**config.mk**
```make
export PLATFORM = sky130hd
export DESIGN_NAME = tmr_oc_top
export DESIGN_NICKNAME = d
export VERILOG_FILES = /design/src/rtl/tmr_pkg.sv /design/src/rtl/tmr_counter.sv /design/src/rtl/tmr_cmp_chan.sv /design/src/rtl/tmr_oc_top.sv
export SDC_FILE = /design/constraint.sdc
export NUM_CORES = 1
export LEC_CHECK = 0
export ABC_AREA = 1
export CAP_MARGIN = 20
export CORE_MARGIN = 4
export CORE_UTILIZATION = 30
export DETAILED_ROUTE_END_ITERATION = 16
export PLACE_DENSITY_LB_ADDON = 0.25
export SLEW_MARGIN = 20
export SYNTH_ARGS = -nofsm -noshare
export SYNTH_HDL_FRONTEND = slang
export SYNTH_HIERARCHICAL = 1
export SYNTH_SLANG_ARGS = --single-unit
```
**constraint.sdc**
```tcl
create_clock -name clk -period 3.2 [get_ports clk]
set_input_delay 0.96 -clock clk [delete_from_list [all_inputs] [get_ports clk]]
set_output_delay 0.96 -clock clk [all_outputs]
set_load 0.03 [all_outputs]
```
**src/rtl/tmr_pkg.sv**
```systemverilog
`timescale 1ns/1ps
// Shared constants of the output-compare timer: register addresses and
// bit placement inside the 8-bit flag and mask registers.
// Assumes at most 7 compare channels (bits 7 down to 1); bit 0 is overflow.
package tmr_pkg;
    localparam int unsigned REG_BITS  = 8;
    localparam int unsigned OVF_BIT   = 0;
    localparam int unsigned ADR_CNT   = 0;
    localparam int unsigned ADR_FLG   = 1;
    localparam int unsigned ADR_MSK   = 2;
    localparam int unsigned ADR_CMP0  = 4;

    // Bit of channel index k (0-based) in the flag and mask registers.
    function automatic int unsigned chan_bit(int unsigned k);
        return REG_BITS - 1 - k;
    endfunction

    // Bits of the flag/mask registers that exist for n channels.
    function automatic logic [REG_BITS-1:0] valid_bits(int unsigned n);
        logic [REG_BITS-1:0] v;
        v = '0;
        v[OVF_BIT] = 1'b1;
        for (int unsigned k = 0; k < n; k++) v[chan_bit(k)] = 1'b1;
        return v;
    endfunction
endpackage

```
**src/rtl/tmr_counter.sv**
```systemverilog
`timescale 1ns/1ps
// Free-running up counter. It advances on cycles with tick high, presents
// the next count for the compare logic, and reports a wrap from all ones.
// Assumes tick is a single-cycle enable synchronous to clk.
module tmr_counter #(
    parameter int unsigned W = 16
) (
    input  logic         clk,
    input  logic         rst_n,
    input  logic         tick,
    output logic [W-1:0] cnt_q,
    output logic [W-1:0] cnt_nxt,
    output logic         wrap
);
    assign cnt_nxt = cnt_q + W'(1);
    assign wrap    = tick && (cnt_q == '1);

    // Count register: advance on tick only.
    always_ff @(posedge clk) begin
        if (!rst_n)    cnt_q <= '0;
        else if (tick) cnt_q <= cnt_nxt;
    end

    p_hold_r2: assert property (@(posedge clk) disable iff (!rst_n)
        !tick |=> $stable(cnt_q));
    p_step_r2: assert property (@(posedge clk) disable iff (!rst_n)
        tick |=> (cnt_q == $past(cnt_q) + W'(1)));
    p_wrap_zero_r3: assert property (@(posedge clk) disable iff (!rst_n)
        wrap |=> (cnt_q == '0));
endmodule

```
**src/rtl/tmr_cmp_chan.sv**
```systemverilog
`timescale 1ns/1ps
// One output-compare channel: holds its compare value and a sticky flag.
// The flag is set on a tick whose new count equals the compare value and
// is cleared by a write-one strobe; a simultaneous set takes precedence.
// Assumes cnt_nxt is the value the counter takes on this tick.
module tmr_cmp_chan #(
    parameter int unsigned W = 16
) (
    input  logic         clk,
    input  logic         rst_n,
    input  logic         tick,
    input  logic [W-1:0] cnt_nxt,
    input  logic         cmp_we,
    input  logic [W-1:0] cmp_wdata,
    input  logic         flag_clr,
    output logic [W-1:0] cmp_q,
    output logic         flag_q
);
    logic hit;
    assign hit = tick && (cnt_nxt == cmp_q);

    // Compare register: loaded by the bus, all ones after reset.
    always_ff @(posedge clk) begin
        if (!rst_n)      cmp_q <= '1;
        else if (cmp_we) cmp_q <= cmp_wdata;
    end

    // Sticky flag: match sets, write-one clears, set dominates.
    always_ff @(posedge clk) begin
        if (!rst_n) flag_q <= 1'b0;
        else        flag_q <= hit | (flag_q & ~flag_clr);
    end

    p_match_sets_r4: assert property (@(posedge clk) disable iff (!rst_n)
        (tick && cnt_nxt == cmp_q) |=> flag_q);
    p_quiet_no_tick_r5: assert property (@(posedge clk) disable iff (!rst_n)
        (!tick && !flag_q) |=> !flag_q);
    p_clear_r7: assert property (@(posedge clk) disable iff (!rst_n)
        (flag_clr && !(tick && cnt_nxt == cmp_q)) |=> !flag_q);
    p_set_wins_r8: assert property (@(posedge clk) disable iff (!rst_n)
        (flag_clr && tick && cnt_nxt == cmp_q) |=> flag_q);
endmodule

```
**src/rtl/tmr_oc_top.sv**
```systemverilog
`timescale 1ns/1ps
// Free-running timer with output-compare channels and an overflow flag.
// Register bus: counter (read only), flag register (write one to clear),
// mask register, one compare register per channel. Requests are the AND of
// flag and mask. Assumes CNT_W >= 8 and N_CMP <= 7.
module tmr_oc_top
    import tmr_pkg::*;
#(
    parameter int unsigned CNT_W  = 16,
    parameter int unsigned N_CMP  = 4,
    parameter int unsigned ADDR_W = 4
) (
    input  logic              clk,
    input  logic              rst_n,
    input  logic              tick,
    input  logic [ADDR_W-1:0] bus_addr,
    input  logic              bus_wr,
    input  logic [CNT_W-1:0]  bus_wdata,
    output logic [CNT_W-1:0]  bus_rdata,
    output logic [N_CMP-1:0]  cmp_irq,
    output logic              ovf_irq
);
    localparam logic [REG_BITS-1:0] VALID = valid_bits(N_CMP);

    logic [CNT_W-1:0]    cnt_q;
    logic [CNT_W-1:0]    cnt_nxt;
    logic                wrap;
    logic [CNT_W-1:0]    cmp_q [N_CMP];
    logic [N_CMP-1:0]    cmp_flag;
    logic                ovf_flag_q;
    logic [REG_BITS-1:0] mask_q;
    logic [REG_BITS-1:0] flag_rd;
    logic                wr_flg;
    logic                wr_msk;

    assign wr_flg = bus_wr && (bus_addr == ADDR_W'(ADR_FLG));
    assign wr_msk = bus_wr && (bus_addr == ADDR_W'(ADR_MSK));

    tmr_counter #(.W(CNT_W)) u_cnt (
        .clk     (clk),
        .rst_n   (rst_n),
        .tick    (tick),
        .cnt_q   (cnt_q),
        .cnt_nxt (cnt_nxt),
        .wrap    (wrap)
    );

    for (genvar k = 0; k < N_CMP; k++) begin : g_chan
        localparam int unsigned FB = chan_bit(k);
        logic cmp_we;
        assign cmp_we = bus_wr && (bus_addr == ADDR_W'(ADR_CMP0 + k));

        tmr_cmp_chan #(.W(CNT_W)) u_chan (
            .clk       (clk),
            .rst_n     (rst_n),
            .tick      (tick),
            .cnt_nxt   (cnt_nxt),
            .cmp_we    (cmp_we),
            .cmp_wdata (bus_wdata),
            .flag_clr  (wr_flg && bus_wdata[FB]),
            .cmp_q     (cmp_q[k]),
            .flag_q    (cmp_flag[k])
        );

        assign cmp_irq[k] = cmp_flag[k] & mask_q[FB];
    end

    // Overflow flag: wrap sets, write-one clears, set dominates.
    always_ff @(posedge clk) begin
        if (!rst_n) ovf_flag_q <= 1'b0;
        else        ovf_flag_q <= wrap | (ovf_flag_q & ~(wr_flg && bus_wdata[OVF_BIT]));
    end

    // Mask register: only bits that exist are stored.
    always_ff @(posedge clk) begin
        if (!rst_n)      mask_q <= '0;
        else if (wr_msk) mask_q <= bus_wdata[REG_BITS-1:0] & VALID;
    end

    assign ovf_irq = ovf_flag_q & mask_q[OVF_BIT];

    // Assemble the flag register view.
    always_comb begin
        flag_rd          = '0;
        flag_rd[OVF_BIT] = ovf_flag_q;
        for (int unsigned k = 0; k < N_CMP; k++) flag_rd[chan_bit(k)] = cmp_flag[k];
    end

    // Read multiplexer for the addressed register.
    always_comb begin
        bus_rdata = '0;
        if (bus_addr == ADDR_W'(ADR_CNT)) bus_rdata = cnt_q;
        if (bus_addr == ADDR_W'(ADR_FLG)) bus_rdata[REG_BITS-1:0] = flag_rd;
        if (bus_addr == ADDR_W'(ADR_MSK)) bus_rdata[REG_BITS-1:0] = mask_q;
        for (int unsigned k = 0; k < N_CMP; k++)
            if (bus_addr == ADDR_W'(ADR_CMP0 + k)) bus_rdata = cmp_q[k];
    end

    p_ovf_set_r3: assert property (@(posedge clk) disable iff (!rst_n)
        (tick && cnt_q == '1) |=> ovf_flag_q);
    p_cnt_write_ignored_r10: assert property (@(posedge clk) disable iff (!rst_n)
        (!tick && bus_wr && bus_addr == ADDR_W'(ADR_CNT)) |=> $stable(cnt_q));
    p_reserved_zero_r11: assert property (@(posedge clk) disable iff (!rst_n)
        (mask_q & ~VALID) == '0);
endmodule

```
==> reports/metrics.yaml, run 1 <==
status: "finished clean"
max_freq_mhz: 320
clock_latency_ns: 0.35
p_leak_uw: 0.00336
async_flop_share_pct: 0
grt_pass1_vias: 5190
p_per_area_mw_per_mm2: 394
synth-seq-cells: 90
numCtsBuffers: 9
via_count: 5689
yosys.cell_count.top_type: "nand2_1"
crit_family: "buffers and inverters"
ios: 45
hold_class: "register to register"
fin_ws_ns: 0.0735
regArea_mm2: 0.00180
synth_top_area_share_pct: 32.9
placed_cell_area_mm2: 0.00634
syn-num-nets: 915
clk_pin_slew_ns: 0.06
clockBufferDepth: 2
vdd_ir_drop_max_uv: 269
dieWidth_um: 143
rsz0062_at_grt: "false"
cts_root_buf: "clkbuf_16"
routed_wl_um: 18500
cp-end-kind: "output port"
ys_seq_area_share_pct: 32.9
slowest_delay_ns: 0.18
antenna_found_initial: 0
die_height_um: 143
arrival_ns: 2.17
ant_nets: 0
antenna_cells: 0
cp_max_fo: 8
grt.overflow.total: 0
timing.final.crit_period_ns: 3.13
synth_edf_count: 0
grt_pass1_wl_um: 28900
finalHoldViolCount: 0
path_common_cell: "buf_4"
clock_sinks: 90
slowest_stage: "nor3_4"
synthTopCellsByArea: "dfxtp_1 (33%), nand2_1 (16%), inv_1 (10%), nand3_1 (8.2%), o21ai_0 (6.5%)"
final_core_util_pct: 37.7
crit_type: "primary input to output port"
setup_viol: 0
synthCells: 890
drc: 0
grt_max_degree: 30
multiInputGateArea_mm2: 0.00302
die-area_mm2: 0.0205
drt_iter0_markers: 525
portBuffers: 44
synth_commonest_cells: "nand2_1 (231), inv_1 (146), dfxtp_1 (90), nand3_1 (90), nor2_1 (74)"
viasPerCell: 4.78
dp_hpwl_um: 13600
synth_top_cell_by_area: "dfxtp_1"
tritoncts: "built"
max_cap_viol_count: 0
synth_warnings: 6
fin_area_mm2: 0.00677
wire_per_inst_um: 15.6
finalCritPeriodShare_pct: 97.7
cp.required_ns: 2.24
worst_pin_slew_ns: 0.848
start_util_pct: 30.5
synthesis.area_mm2: 0.00548
pre_cts_ws_ns: -0.347
hold_buffers: 0
synth_cell_types: 31
drv_slew: 0
htree_levels: 3
max_slew_margin_pct: 43.2
path_buf_inv: 6
fin_tns_setup_ns: 0
critical_path.cell_chain: "buf_2, inv_2, buf_4, nor3_4, buf_4, clkbuf_16, nand2_1, nand3_1, buf_4"
drive_gt1_share_pct: 12.3
grt_util_all_layers_pct: 18.4
syn_avg_cell_area_um2: 6.15
coreArea_mm2: 0.0180
start_kind: "primary input"
row_count: 49
finClkSkew_ns: 0.00575
yosys_most_used_dff: "dfxtp_1"
fillers: 1952
syn2layout_area_growth_pct: 23.5
drt-pass1-iter-count: 5
place_congestion: 0.840
nets: 980
cell families (layout without fill, tap and decap cells):
logic type,after synthesis,after routing,share of synthesized area (%)
AO/OA/AOI/OAI,157,157,15.0
flip-flops,90,90,32.9
XOR/XNOR,23,23,3.81
adder cells (fa/ha/maj),1,1,0.228
buffers and inverters,178,248,12.8
AND/OR/NAND/NOR,441,441,35.2
worst paths after layout:
kind / startpoint / endpoint / slack, ns / cells after the start
setup / recovery: bus_addr[1] / bus_rdata[10] / 0.07 / 9
setup reg to reg: u_cnt/cnt_q[1] / g_chan[3].u_chan/flag_q / 0.89 / 12
hold reg to reg: mask_q[7] / mask_q[7] / 0.46 / 2
hold / removal: mask_q[7] / mask_q[7] / 0.46 / 2
metrics by stage:
| stage | total power [µW] | hold slack, ns | cells |
|---|---|---|---|
| detailed placement | 1670 | 0.457 | 1166 |
| CTS | 2680 | 0.469 | 1186 |
| floorplan | 1480 | 0.437 | 890 |
| global route | 2790 | 0.485 | 1189 |
| global placement | 1670 | 0.454 | 1166 |
| finish | 2660 | 0.464 | 1189 |
routing by layer:
| layer | wire (µm) | GRT usage [%] | share of wire [%] |
|---|---|---|---|
| met5 | 0 | 0 | 0 |
| met4 | 392 | 5.20 | 2.1 |
| met2 | 8520 | 29.7 | 46 |
| met3 | 861 | 3.85 | 4.6 |
| met1 | 8760 | 24.8 | 47 |
report_power, final:
group	leakage [µW]	switching (µW)	internal, µW	total [µW]
logic	0.00250	299	180	479
registers	0.000734	36.0	1150	1190
clock network	0.000127	447	548	995
total	0.00336	782	1880	2660
area by class of cell:
type	count	area share, %
inverters	150	8.43
clock buffers	14	3.75
repair inverters	1	0.129
repair buffers	81	12.0
well taps	229	4.24
multi-input cells	622	44.6
flip-flops and latches	90	26.6
clock inverters	2	0.185
state kept, by name, indices dropped and copies added, names as in the netlist:
signal	cells
g_chan.u_chan/flag_q	4
u_cnt/cnt_q	16
mask_q	5
g_chan.u_chan/cmp_q	64
ovf_flag_q	1
cells in the final DEF, fill, tap and decap left out, types with 2 or more instances in the layout:
cell type          n
clkbuf_1           4
a21boi_0           4
o21ai_2            3
dfxtp_1           90
nand3_2            4
a21oi_2            4
a21oi_1           65
nor2_4             5
nand3_1           88
nand2_1          229
inv_2              4
xnor2_1            4
nor2_2            13
buf_2              4
clkinv_4           2
and3_1             9
o21ai_1           10
nand4_1            8
nor2_1            71
buf_12             6
nor3_4             2
inv_1            144
nand2_2            7
buf_4             35
nor4_2             2
clkbuf_16         10
o21ai_0           71
buf_6              9
xor2_1            18
clkdlybuf4s50_1   24
worst reg2reg max path, stage by stage, from the launching register on:
cell	delay, ns
dfxtp_1	0.42
ha_1	0.24
nand3_2	0.16
inv_2	0.13
nand2_2	0.10
o21ai_2	0.14
nand2_1	0.16
xor2_1	0.18
nor2_1	0.18
nand2_1	0.07
nor2_1	0.18
nand2_1	0.14
a21oi_2	0.13
timing repair:
| item | in CTS | in global routing |
|---|---|---|
| setup endpoints to repair | 16 | 10 |
| gates resized for setup | 31 | 9 |
| cloned | 2 | 1 |
| pin swaps | 3 | 3 |
| buffers inserted | 2 | 2 |
(Power assumes the default switching activity.)
==> run 2: changes to the inputs <==
- clock period: 3.2 -> 3.55 ns (I/O delays scaled with it)
==> run 2 against run 1 <==
  * Worst hold slack worse by 0.0013 ns
  * Global-route usage is 0.26 points lower
  * Combinational power is 10% lower
  * Via count is 0.70% lower
  * Non-clock buffer count is 2 lower
==> reports/metrics.yaml, run 2 (synthesis gave the netlist of run 1 again) <==
status: "finished clean"  # unchanged
finalHoldViolCount: 0  # unchanged
setup_viol: 0  # unchanged
coreArea_mm2: 0.0180  # unchanged
timing.final.crit_period_ns: 3.49
clock_sinks: 90  # unchanged
regMostFlops: "g_chan.u_chan/cmp_q"  # unchanged
pre_cts_ws_ns: -0.264  # was -0.347 ns
layout_common_cells: "nand2_1 (231), inv_1 (144), dfxtp_1 (90)"  # was nand2_1 (229), inv_1 (144), dfxtp_1 (90)
drc: 0  # unchanged
dieWidth_um: 143  # unchanged
die_height_um: 143  # unchanged
tritoncts: "built"  # unchanged
max_freq_mhz: 286
slowest_stage: "nor3_4"  # unchanged
start_kind: "primary input"  # unchanged
syn2layout_area_growth_pct: 24.2  # was 23.5%
viasPerCell: 4.76  # was 4.78
max_slew_margin_pct: 47.3  # was 43.2%
clock_latency_ns: 0.35  # about the same
antenna_cells: 0  # unchanged
rsz0062_at_grt: "false"  # unchanged
grt_util_all_layers_pct: 18.1  # was 18.4%
path_common_cell: "buf_4"  # unchanged
worst_pin_slew_ns: 0.787  # was 0.848 ns
arrival_ns: 2.43  # was 2.17 ns
die-area_mm2: 0.0205  # unchanged
cts_root_buf: "clkbuf_16"  # unchanged
antenna_found_initial: 0  # unchanged
wire_per_inst_um: 15.6  # about the same
routed_wl_um: 18600  # was 18500 µm
row_count: 49  # unchanged
hold_class: "register to register"  # unchanged
stdcell_count: 1187  # was 1189
ant_nets: 0  # unchanged
ios: 45  # unchanged
drv_slew: 0  # unchanged
fin_ws_ns: 0.0590  # was 0.0735 ns
drt-pass1-iter-count: 5  # unchanged
slowest_delay_ns: 0.25  # was 0.18 ns
mostFrequentLayoutCell: "nand2_1"  # unchanged
startpoint: "bus_addr[0]"  # was bus_addr[1]
p_per_area_mw_per_mm2: 366  # was 394 mW/mm²
nets: 978  # was 980
grt_pass1_wl_um: 28400  # was 28900 µm
dp.cells: 1164  # was 1166
largest_reg_flops: 64  # unchanged
htree_levels: 3  # unchanged
vdd_ir_drop_max_uv: 241  # was 269 µV
dp_hpwl_um: 13800  # was 13600 µm
place_congestion: 0.854  # was 0.840
critical_path.cell_chain: "clkdlybuf4s15_1, buf_4, buf_4, nor3_4, clkbuf_16, nand2_1, nand4_1, buf_6"  # was buf_2, inv_2, buf_4, nor3_4, buf_4, clkbuf_16, nand2_1, nand3_1, buf_4
top_regs: "g_chan.u_chan/cmp_q: 64 flops, u_cnt/cnt_q: 16 flops, mask_q: 5 flops"  # unchanged
finalCritPeriodShare_pct: 98.3
drive_gt1_share_pct: 12.1  # was 12.3%
finClkSkew_ns: 0.00496  # was 0.00575 ns
min_from: "mask_q[7]"  # unchanged
cp-end-kind: "output port"  # unchanged
max_cap_viol_count: 0  # unchanged
grt.overflow.total: 0  # unchanged
p_leak_uw: 0.00337  # was 0.00336 µW
cp.required_ns: 2.48  # was 2.24 ns
portBuffers: 44  # unchanged
cp_max_fo: 8  # unchanged
start_util_pct: 30.5  # unchanged
grt_pass1_vias: 5146  # was 5190
via_count: 5649  # was 5689
grt_max_degree: 30  # unchanged
crit_type: "primary input to output port"  # unchanged
numCtsBuffers: 9  # unchanged
drt_iter0_markers: 329  # was 525
clk_pin_slew_ns: 0.06  # about the same
fin_tns_setup_ns: 0  # unchanged
clockBufferDepth: 2  # unchanged
reg2reg_from: "u_cnt/cnt_q[1]"  # unchanged
==> run 2: stage by stage <==
step,utilization (%),hold WS [ns],power [µW],cell area [µm²]
2_1_floorplan,-,0.437,1330,5480
4_1_cts,37.6,0.463,2520,6750
6_report,37.9,0.463,2490,6800
3_3_place_gp,35.3,0.452,1500,6340
5_1_grt,37.9,0.490,2610,6800
3_5_place_dp,35.3,0.453,1500,6340
==> run 2: layer usage <==
layer	up-vias	global-route usage, %	routed length (µm)
li1	2929	-	-
met1	2594	23.9	8750
met2	113	30.7	8780
met3	13	3.65	810
met4	0	3.85	223
met5	-	0	0
==> run 2: worst paths after layout <==
kind / endpoint / slack [ns] / cells past startpoint
setup / recovery: bus_rdata[5] / 0.06 / 8
hold / removal: mask_q[7] / 0.46 / 2
setup reg to reg: g_chan[3].u_chan/flag_q / 1.21 / 12
hold reg to reg: mask_q[7] / 0.46 / 2
==> run 2: where the power goes <==
part	leakage, µW	switching [µW]	total (µW)	internal (µW)
combinational	0.00248	268	431	163
sequential	0.000734	31.8	1070	1040
clock	0.000151	411	992	580
total	0.00337	711	2490	1780
==> run 2: area by class of cell <==
cell class | instances | area, µm²
multi-input combinational | 622 | 3010
fill | 1991 | 11200
tap | 229 | 287
timing repair buffer | 79 | 815
sequential | 90 | 1800
clock buffer | 11 | 253
clock inverter | 5 | 52.6
inverter | 150 | 576
timing repair inverter | 1 | 8.76
==> run 2: critical path, delay by kind of cell <==
family,cells,cell delay (ns)
and+or+nand+nor,3,0.41
buffers and inverters,5,0.93
==> run 2: what timing repair did <==
item                                    CTS  global route
pin swaps                                 3             5
hold buffers                              0             0
hold endpoints to repair                  0             0
gates cloned                              2             1
gates resized for setup                  18            13
endpoints found under the setup margin   16            15
setup buffers                             3             2
